--- src/rtl/simd_pkg.sv ---
package simd_pkg;

    localparam int DATA_W     = 64;
    localparam int BYTE_W     = 8;
    localparam int NUM_BYTES  = DATA_W / BYTE_W;
    localparam int BYTE_IDX_W = $clog2(NUM_BYTES);

    typedef enum logic [1:0] {
        LANE_8  = 2'b00,
        LANE_16 = 2'b01,
        LANE_32 = 2'b10,
        LANE_64 = 2'b11
    } lane_mode_e;

    typedef struct packed {
        logic [DATA_W-1:0]    data;
        logic [NUM_BYTES-1:0] ovf;
    } lane_pkt_t;

    // Bytes per lane minus one: the low-index mask within a lane.
    function automatic logic [BYTE_IDX_W-1:0] lane_span(lane_mode_e m);
        logic [BYTE_IDX_W:0] bytes;
        bytes = (BYTE_IDX_W+1)'(1) << m;
        return BYTE_IDX_W'(bytes - 1'b1);
    endfunction

endpackage

--- src/rtl/simd_lane_cut.sv ---
module simd_lane_cut
    import simd_pkg::*;
(
    input  lane_mode_e                             mode,
    output logic [NUM_BYTES-1:0]                   cut,
    output logic [NUM_BYTES-1:0]                   is_top,
    output logic [NUM_BYTES-1:0][BYTE_IDX_W-1:0]   top_idx
);
    logic [BYTE_IDX_W-1:0] span;

    assign span = lane_span(mode);

    for (genvar i = 0; i < NUM_BYTES; i++) begin : g_byte
        localparam logic [BYTE_IDX_W-1:0] IDX = BYTE_IDX_W'(i);
        assign cut[i]     = ((IDX & span) == '0);
        assign is_top[i]  = ((IDX & span) == span);
        assign top_idx[i] = IDX | span;
    end
endmodule

--- src/rtl/simd_byte_slice.sv ---
module simd_byte_slice
    import simd_pkg::*;
(
    input  logic [BYTE_W-1:0] a,
    input  logic [BYTE_W-1:0] b,
    input  logic              sub,
    input  logic              cin,
    output logic [BYTE_W-1:0] sum,
    output logic              cout,
    output logic              ovf_cand,
    output logic              a_sign
);
    logic [BYTE_W-1:0] b_eff;
    logic [BYTE_W:0]   wide;

    assign b_eff = sub ? ~b : b;
    assign wide  = {1'b0, a} + {1'b0, b_eff} + {{BYTE_W{1'b0}}, cin};
    assign sum   = wide[BYTE_W-1:0];
    assign cout  = wide[BYTE_W];
    assign a_sign = a[BYTE_W-1];
    // Meaningful only where this byte is the top of its lane.
    assign ovf_cand = (a[BYTE_W-1] == b_eff[BYTE_W-1]) && (sum[BYTE_W-1] != a[BYTE_W-1]);
endmodule

--- src/rtl/simd_sat_sel.sv ---
module simd_sat_sel
    import simd_pkg::*;
(
    input  logic [NUM_BYTES-1:0][BYTE_W-1:0]       raw,
    input  logic [NUM_BYTES-1:0]                   ovf_cand,
    input  logic [NUM_BYTES-1:0]                   a_sign,
    input  logic [NUM_BYTES-1:0]                   is_top,
    input  logic [NUM_BYTES-1:0][BYTE_IDX_W-1:0]   top_idx,
    input  logic                                   sat_en,
    output logic [NUM_BYTES-1:0][BYTE_W-1:0]       data,
    output logic [NUM_BYTES-1:0]                   flags
);
    for (genvar i = 0; i < NUM_BYTES; i++) begin : g_sel
        logic              lane_ovf;
        logic              lane_neg;
        logic [BYTE_W-1:0] clamp;

        assign lane_ovf = ovf_cand[top_idx[i]];
        // On overflow the true result has the sign of the first operand.
        assign lane_neg = a_sign[top_idx[i]];

        always_comb begin
            if (is_top[i])
                clamp = lane_neg ? {1'b1, {(BYTE_W-1){1'b0}}} : {1'b0, {(BYTE_W-1){1'b1}}};
            else
                clamp = lane_neg ? '0 : '1;
        end

        assign flags[i] = lane_ovf;
        assign data[i]  = (sat_en && lane_ovf) ? clamp : raw[i];
    end
endmodule

--- src/rtl/simd_sat_addsub.sv ---
module simd_sat_addsub
    import simd_pkg::*;
(
    input  logic                 clk,
    input  logic                 rst,
    input  logic                 in_valid,
    input  logic [1:0]           lane_mode,
    input  logic                 op_sub,
    input  logic                 sat_en,
    input  logic [DATA_W-1:0]    opa,
    input  logic [DATA_W-1:0]    opb,
    output logic                 out_valid,
    output logic [DATA_W-1:0]    result,
    output logic [NUM_BYTES-1:0] ovf_flags
);
    lane_mode_e mode;
    assign mode = lane_mode_e'(lane_mode);

    logic [NUM_BYTES-1:0]                 cut, is_top;
    logic [NUM_BYTES-1:0][BYTE_IDX_W-1:0] top_idx;
    logic [NUM_BYTES-1:0][BYTE_W-1:0]     raw, sel_data;
    logic [NUM_BYTES-1:0]                 cout, cin, ovf_cand, a_sign, flags_c;

    simd_lane_cut u_cut (
        .mode    (mode),
        .cut     (cut),
        .is_top  (is_top),
        .top_idx (top_idx)
    );

    for (genvar i = 0; i < NUM_BYTES; i++) begin : g_slice
        if (i == 0) begin : g_first
            assign cin[i] = op_sub;
        end else begin : g_rest
            assign cin[i] = cut[i] ? op_sub : cout[i-1];
        end

        simd_byte_slice u_slice (
            .a        (opa[i*BYTE_W +: BYTE_W]),
            .b        (opb[i*BYTE_W +: BYTE_W]),
            .sub      (op_sub),
            .cin      (cin[i]),
            .sum      (raw[i]),
            .cout     (cout[i]),
            .ovf_cand (ovf_cand[i]),
            .a_sign   (a_sign[i])
        );
    end

    simd_sat_sel u_sel (
        .raw      (raw),
        .ovf_cand (ovf_cand),
        .a_sign   (a_sign),
        .is_top   (is_top),
        .top_idx  (top_idx),
        .sat_en   (sat_en),
        .data     (sel_data),
        .flags    (flags_c)
    );

    lane_pkt_t  pkt_q;
    lane_mode_e mode_q;
    logic       sat_q;
    logic       vld_q;

    always_ff @(posedge clk) begin
        if (rst) begin
            pkt_q  <= '0;
            mode_q <= LANE_8;
            sat_q  <= 1'b0;
            vld_q  <= 1'b0;
        end else begin
            vld_q <= in_valid;
            if (in_valid) begin
                pkt_q.data <= sel_data;
                pkt_q.ovf  <= flags_c;
                mode_q     <= mode;
                sat_q      <= sat_en;
            end
        end
    end

    assign out_valid = vld_q;
    assign result    = pkt_q.data;
    assign ovf_flags = pkt_q.ovf;


    valid_follow_chk: assert property (@(posedge clk) disable iff (rst)
        in_valid |=> out_valid);


    valid_origin_chk: assert property (@(posedge clk) disable iff (rst)
        out_valid |-> $past(in_valid));


    hold_chk: assert property (@(posedge clk) disable iff (rst)
        !in_valid |=> ($stable(result) && $stable(ovf_flags)));


    wide_flag_uniform_chk: assert property (@(posedge clk) disable iff (rst)
        (out_valid && mode_q == LANE_64) |-> (ovf_flags == '0 || ovf_flags == '1));


    half_flag_uniform_chk: assert property (@(posedge clk) disable iff (rst)
        (out_valid && mode_q == LANE_32) |->
            ($countones(ovf_flags[3:0]) % 4 == 0 && $countones(ovf_flags[7:4]) % 4 == 0));



    clamp_limit_chk: assert property (@(posedge clk) disable iff (rst)
        (out_valid && sat_q && mode_q == LANE_64 && ovf_flags[NUM_BYTES-1]) |->
            (result == {1'b0, {(DATA_W-1){1'b1}}} || result == {1'b1, {(DATA_W-1){1'b0}}}));


    reset_quiet_chk: assert property (@(posedge clk)
        $past(rst) |-> (!out_valid && result == '0 && ovf_flags == '0));
endmodule

--- config.mk ---
export PLATFORM = sky130hd
export DESIGN_NAME = simd_sat_addsub
export DESIGN_NICKNAME = d
export VERILOG_FILES = /design/src/rtl/simd_pkg.sv /design/src/rtl/simd_lane_cut.sv /design/src/rtl/simd_byte_slice.sv /design/src/rtl/simd_sat_sel.sv /design/src/rtl/simd_sat_addsub.sv
export SDC_FILE = /design/constraint.sdc
export NUM_CORES = 1
export LEC_CHECK = 0
export BUFFER_PORTS_ARGS = -buffer_cell sky130_fd_sc_hd__buf_2
export CAP_MARGIN = 20
export CORE_UTILIZATION = 48
export DETAILED_ROUTE_END_ITERATION = 12
export MAX_ROUTING_LAYER = met4
export PLACE_DENSITY = 0.78
export RECOVER_POWER = 50
export SLEW_MARGIN = 10
export SYNTH_ARGS = -nofsm -noshare
export SYNTH_HDL_FRONTEND = slang
export SYNTH_SLANG_ARGS = --single-unit
--- constraint.sdc ---
create_clock -name clk -period 16.7 [get_ports clk]
set_clock_uncertainty 0.2 [all_clocks]
set_input_delay 2.505 -clock clk [delete_from_list [all_inputs] [get_ports clk]]
set_output_delay 2.505 -clock clk [all_outputs]
set_load 0.01 [all_outputs]
==> results of run 1 <==
-- path summary, 6_finish.rpt --
kind | end | cells after the start | from
min reg2reg | ovf_flags[2]$_SDFFE_PP0P_ | 2 | ovf_flags[2]$_SDFFE_PP0P_
max | result[55]$_SDFFE_PP0P_ | 74 | opb[1]
min | ovf_flags[2]$_SDFFE_PP0P_ | 2 | ovf_flags[2]$_SDFFE_PP0P_
max reg2reg | result[18]$_SDFFE_PP0P_ | 2 | result[18]$_SDFFE_PP0P_
-- worst register-to-register path: stages, from the launching register on --
cell and delay (ns):
dfxtp_1 0.34, nor2_1 0.04, a2111oi_0 0.36
-- layer usage --
metal | share of wire | up-vias | wire length [um]
met5 | 0 | - | 0
met4 | 0.023 | 0 | 471
met3 | 0.063 | 35 | 1294
li1 | - | 3595 | -
met2 | 0.47 | 263 | 9798
met1 | 0.44 | 3374 | 9081
-- sequential cells by signal, summed over array words and instances, names as in the netlist --
register   cells
out_valid      1
ovf_flags      8
result        64
-- cell usage after synthesis, types with 13 or more instances --
| master | number | area share |
|---|---|---|
| nor2_1 | 90 | 0.049 |
| dfxtp_1 | 73 | 0.21 |
| ha_1 | 63 | 0.11 |
| xor2_1 | 62 | 0.078 |
| o21ai_0 | 49 | 0.035 |
| inv_1 | 46 | 0.025 |
| nand2_1 | 44 | 0.024 |
| a21oi_1 | 41 | 0.030 |
| xnor2_1 | 34 | 0.043 |
| clkbuf_1 | 33 | 0.018 |
| nor3_1 | 25 | 0.018 |
| a211oi_1 | 23 | 0.025 |
| nor2b_1 | 19 | 0.017 |
| a311oi_1 | 18 | 0.023 |
| o21a_1 | 18 | 0.020 |
| fa_1 | 15 | 0.043 |
| or3_1 | 13 | 0.012 |
-- cell families (layout without fill, tap and decap cells) --
group                      after synthesis  count (layout)  synth area share
and+or+nand+nor                        253             253            0.1809
AOI/OAI and AO/OA                      249             249            0.2588
xor gates and xnor gates                97              97            0.1238
buffers and inverters                   83             335           0.04518
adders and majority gates               78              78            0.1572
DFF                                     73              73            0.2111
muxes                                   15              15           0.02295
-- area by class of cell --
class,instances,area (sq um)
tap,180,225.2
fill,1244,5091
clock inverter,6,35.03
inverter,46,172.7
sequential,73,1461
timing repair buffer,273,1450
clock buffer,10,229.0
multi-input combinational,692,5324
-- where the power goes --
group          switching [uW]  internal, uW
clock network            77.8          99.5
registers                13.6           197
logic                     182           153
-- what timing repair did --
item                       CTS  global route
gates resized for setup      7            49
setup endpoints to repair   61            72
gates cloned                 0             0
setup buffers                0             9
pin swaps                    0            21
-- through the flow --
step,cells,utilization
after floorplan,848,-
after global placement,1255,0.6058
after detailed placement,1255,0.6058
after CTS,1271,0.6256
after global routing,1280,0.6360
final,1280,0.6360
==> impl_metrics.yaml, run 1 <==
floorplanning:
  dieWidth_um: 122.1
  fp-row-count: 43
  num_io_pins: 208
  fp.dieArea_sq_mm: 0.01491
  initial_utilization: 0.4949
  core_area_sq_mm: 0.01399
  die_y_um: 122.1
global_routing:
  track_usage: 0.2825
  use_met1: 0.3572
  grt-busiest-layer: "met2"
  grt_pass1_wl_mm: 32.37
  grt_pass1_vias: 6815
  grt_max_degree: 93
  grtUsageMet2: 0.4499
  met3_usage: 0.03886
  grt_overflow: 0
  antenna_found_initial: 0
worst_setup_path:
  startpoint_type: "input pin"
  worstPathRequired_ns: 16.75
  cpMaxStageDelayCell: "fa_2"
  worst_path_dominant_cell_family: "compound AO/OA/AOI/OAI gates"
  crit_type: "in2reg"
  cp_common_cell: "fa_2"
  crit_buf_inv: 4
  rrSetupSlack_ns: 15.64
  critPathCaptureType: "flop"
  max_stage_delay_ns: 0.44
  path_max_fanout: 5
  arrival_ns: 15.87
pwr:
  power.total_uw: 721.9
  powerDensity_mw_per_mm2: 81.13
  p_leak_uw: 0.003924
  peakVddDrop_v: 0.00005207
logic_synthesis:
  synthArstFlopShare: 0
  avgSynthCellArea_sq_um: 8.164
  synth-seq-cells: 73
  synth_cell_types: 74
  ys_warn_count: 0
  synth_nets: 1061
  seq_area_frac_synth: 0.2111
  synthCells: 848
  ys.flop_type: "dfxtp_1"
  synth_edf_count: 0
  synth_area_sq_mm: 0.006923
cells_and_area:
  fin_area_sq_mm: 0.008897
  layout_commonest_cell: "buf_2"
  diodes: 0
  final_cell_mix: "buf_2, nor2_1, clkbuf_1"
  drive_gt1_frac: 0.2518
  area_growth_pct: 28.52
  fin_nets: 1308
min_path:
  hp-class: "reg2reg"
detailed_routing:
  drt-wirelength-per-cell_um: 16.13
  ant_nets: 0
  first_iter_violations: 517
  via_per_inst: 5.677
  vias: 7267
  drc_errors: 0
  drt-total-wl_mm: 20.65
  dr.pass1.iters: 5
timing:
  fin_crit_ns: 15.82
  fin_hold_ws_ns: 0.2704
  drv_slew: 0
  hold_violations: 0
  worst_pin_slew_ns: 0.9951
  tns_ns: 0
  setup_viol: 0
  setup_ws_ns: 0.8820
  relSlewSlack: 0.3366
  max_freq_mhz: 63.22
  finalCritPeriodShare: 0.9472
clock_network:
  ctsLongestPathBuffers: 2
  postCtsHoldBufs: 0
  clock_latency_ns: 0.34
  path_clk_slew_ns: 0.06
  cts_tree: "done"
  h-tree-depth: 3
  cts.sinks: 73
  clockRootBuffer: "clkbuf_16"
  numCtsBuffers: 9
place:
  dpl_cell_area_sq_mm: 0.008474
  io_buffers: 207
  place_hpwl_mm: 15.49
  place.gp.congestion: 0.9453
  place_ws_ns: -0.6072
outcome:
  status: "completed"
job:
  maxCapViolCount: 0
(Power assumes the default switching activity.)
==> inputs of run 2 (changes only) <==
Settings changed: CORE_UTILIZATION 48 to 51, PLACE_DENSITY 0.78 to 0.79, SYNTH_HIERARCHICAL set to 1.
==> impl_metrics.yaml, run 2 <==
floorplanning:
  initial_utilization: 0.5236
  core_area_sq_mm: 0.01736
  dieWidth_um: 135.5
  die_y_um: 135.5
  num_io_pins: 208
  fp-row-count: 48
  fp.dieArea_sq_mm: 0.01836
cells_and_area:
  largest_register_ffs: 64
  final_cell_mix: "buf_2, nor2_1, mux2i_1"
  layout_commonest_cell: "buf_2"
  fillers: 1501
  drive_gt1_frac: 0.2672
  fin_nets: 1427
  area_growth_pct: 15.34
clock_network:
  ctsLongestPathBuffers: 2
  path_clk_slew_ns: 0.06
  clockRootBuffer: "clkbuf_16"
  h-tree-depth: 3
  cts_tree: "done"
  numCtsBuffers: 9
  cts.sinks: 73
  clock_latency_ns: 0.34
timing:
  setup_viol: 0
  drv_slew: 0
  worst_pin_slew_ns: 1.181
  setup_ws_ns: 0.4894
  fin_crit_ns: 16.21
  hold_violations: 0
  finalCritPeriodShare: 0.9707
  tns_ns: 0
  max_freq_mhz: 61.69
  relSlewSlack: 0.2125
  fin_hold_ws_ns: 0.2958
worst_setup_path:
  cp_common_cell: "fa_2"
  worstPathRequired_ns: 16.71
  worst_path_dominant_cell_family: "adder cells"
  cpMaxStageDelayCell: "mux4_2"
  reg2reg_to: "result[18]$_SDFFE_PP0P_"
  r2r_start: "result[18]$_SDFFE_PP0P_"
  crit_type: "in2reg"
  rr_worst_depth: 2
  arrival_ns: 16.22
  startpoint: "opb[0]"
  path_max_fanout: 8
  crit_path_end: "result[29]$_SDFFE_PP0P_"
  max_stage_delay_ns: 0.52
  rrSetupSlack_ns: 15.79
  crit_buf_inv: 8
  cp.depth: 69
  startpoint_type: "input pin"
  critPathCaptureType: "flop"
global_routing:
  grt_max_degree: 74
  grt_overflow: 0
  track_usage: 0.2564
  antenna_found_initial: 1
  grt_pass1_vias: 7508
  grt_pass1_wl_mm: 35.94
outcome:
  status: "completed"
detailed_routing:
  drc_errors: 0
  ant_nets: 0
  vias: 7835
  via_per_inst: 5.456
  first_iter_violations: 338
  drt-wirelength-per-cell_um: 16.18
  drt-total-wl_mm: 23.24
  dr.pass1.iters: 5
pwr:
  p_leak_uw: 0.005162
  powerDensity_mw_per_mm2: 83.55
  peakVddDrop_v: 0.00005396
  power.total_uw: 875.8
logic_synthesis:
  synthCells: 1007
  synth_area_sq_mm: 0.009089
  ys_warn_count: 6
  avgSynthCellArea_sq_um: 9.026
place:
  place_hpwl_mm: 16.59
  place_ws_ns: -0.6406
  place.gp.congestion: 0.8981
  io_buffers: 207
min_path:
  hp-class: "reg2reg"
job:
  maxCapViolCount: 0
-- run 2: worst min-delay path by stage --
stage,from,endpoint,slack (ns),depth (start not counted)
floorplan,ovf_flags[7]$_SDFFE_PP0P_,ovf_flags[7]$_SDFFE_PP0P_,0.33,2
global placement,ovf_flags[4]$_SDFFE_PP0P_,ovf_flags[4]$_SDFFE_PP0P_,0.27,2
detailed placement,result[4]$_SDFFE_PP0P_,result[4]$_SDFFE_PP0P_,0.28,2
CTS,result[4]$_SDFFE_PP0P_,result[4]$_SDFFE_PP0P_,0.29,2
global route,result[56]$_SDFFE_PP0P_,result[56]$_SDFFE_PP0P_,0.32,2
finish,ovf_flags[0]$_SDFFE_PP0P_,ovf_flags[0]$_SDFFE_PP0P_,0.30,2
-- run 2: through the flow --
stage	std cells	area [sq um]	util
finish	1436	10480	0.6040
global route	1435	10480	0.6038
CTS	1426	10380	0.5979
global placement	1382	9866	0.5684
detailed placement	1382	9866	0.5684
floorplan	1019	9134	-
-- run 2: power breakdown --
part	switching (uW)	leakage (uW)	internal (uW)
Sequential	17.0	0.000603	202
Combinational	243	0.00442	227
Clock	79.2	0.000137	108
Total	339	0.00516	536
-- run 2: worst min-delay path, delay by kind of cell, from the launching register on --
family | cells | cell delay [ns]
flip-flops | 1 | 0.32
multiplexers | 1 | 0.07
AND/OR/NAND/NOR | 1 | 0.07
-- run 2: final cells by class --
type | instances | area [sq um] | area share
clock buffers | 11 | 252.7 | 0.02411
clock inverters | 5 | 30.03 | 0.002865
flip-flops and latches | 73 | 1461 | 0.1394
repair buffers | 264 | 1383 | 0.1319
well taps | 225 | 281.5 | 0.02686
diodes | 2 | 5.005 | 0.0004774
inverters | 111 | 419.2 | 0.03999
multi-input cells | 745 | 6650 | 0.6344
-- run 2: repair_timing --
| item | CTS | global route |
|---|---|---|
| pin swaps | 1 | 18 |
| setup buffers | 28 | 8 |
| hold buffers | 0 | 0 |
| setup endpoints to repair | 64 | 72 |
| resized for setup | 8 | 44 |
-- run 2: per-layer routing --
metal	track usage	vias up	wire length (um)
met5	-	-	0
met4	0.1111	0	673
met3	0.03330	50	1330
met2	0.4259	289	11130
met1	0.3109	3663	10100
li1	-	3833	-
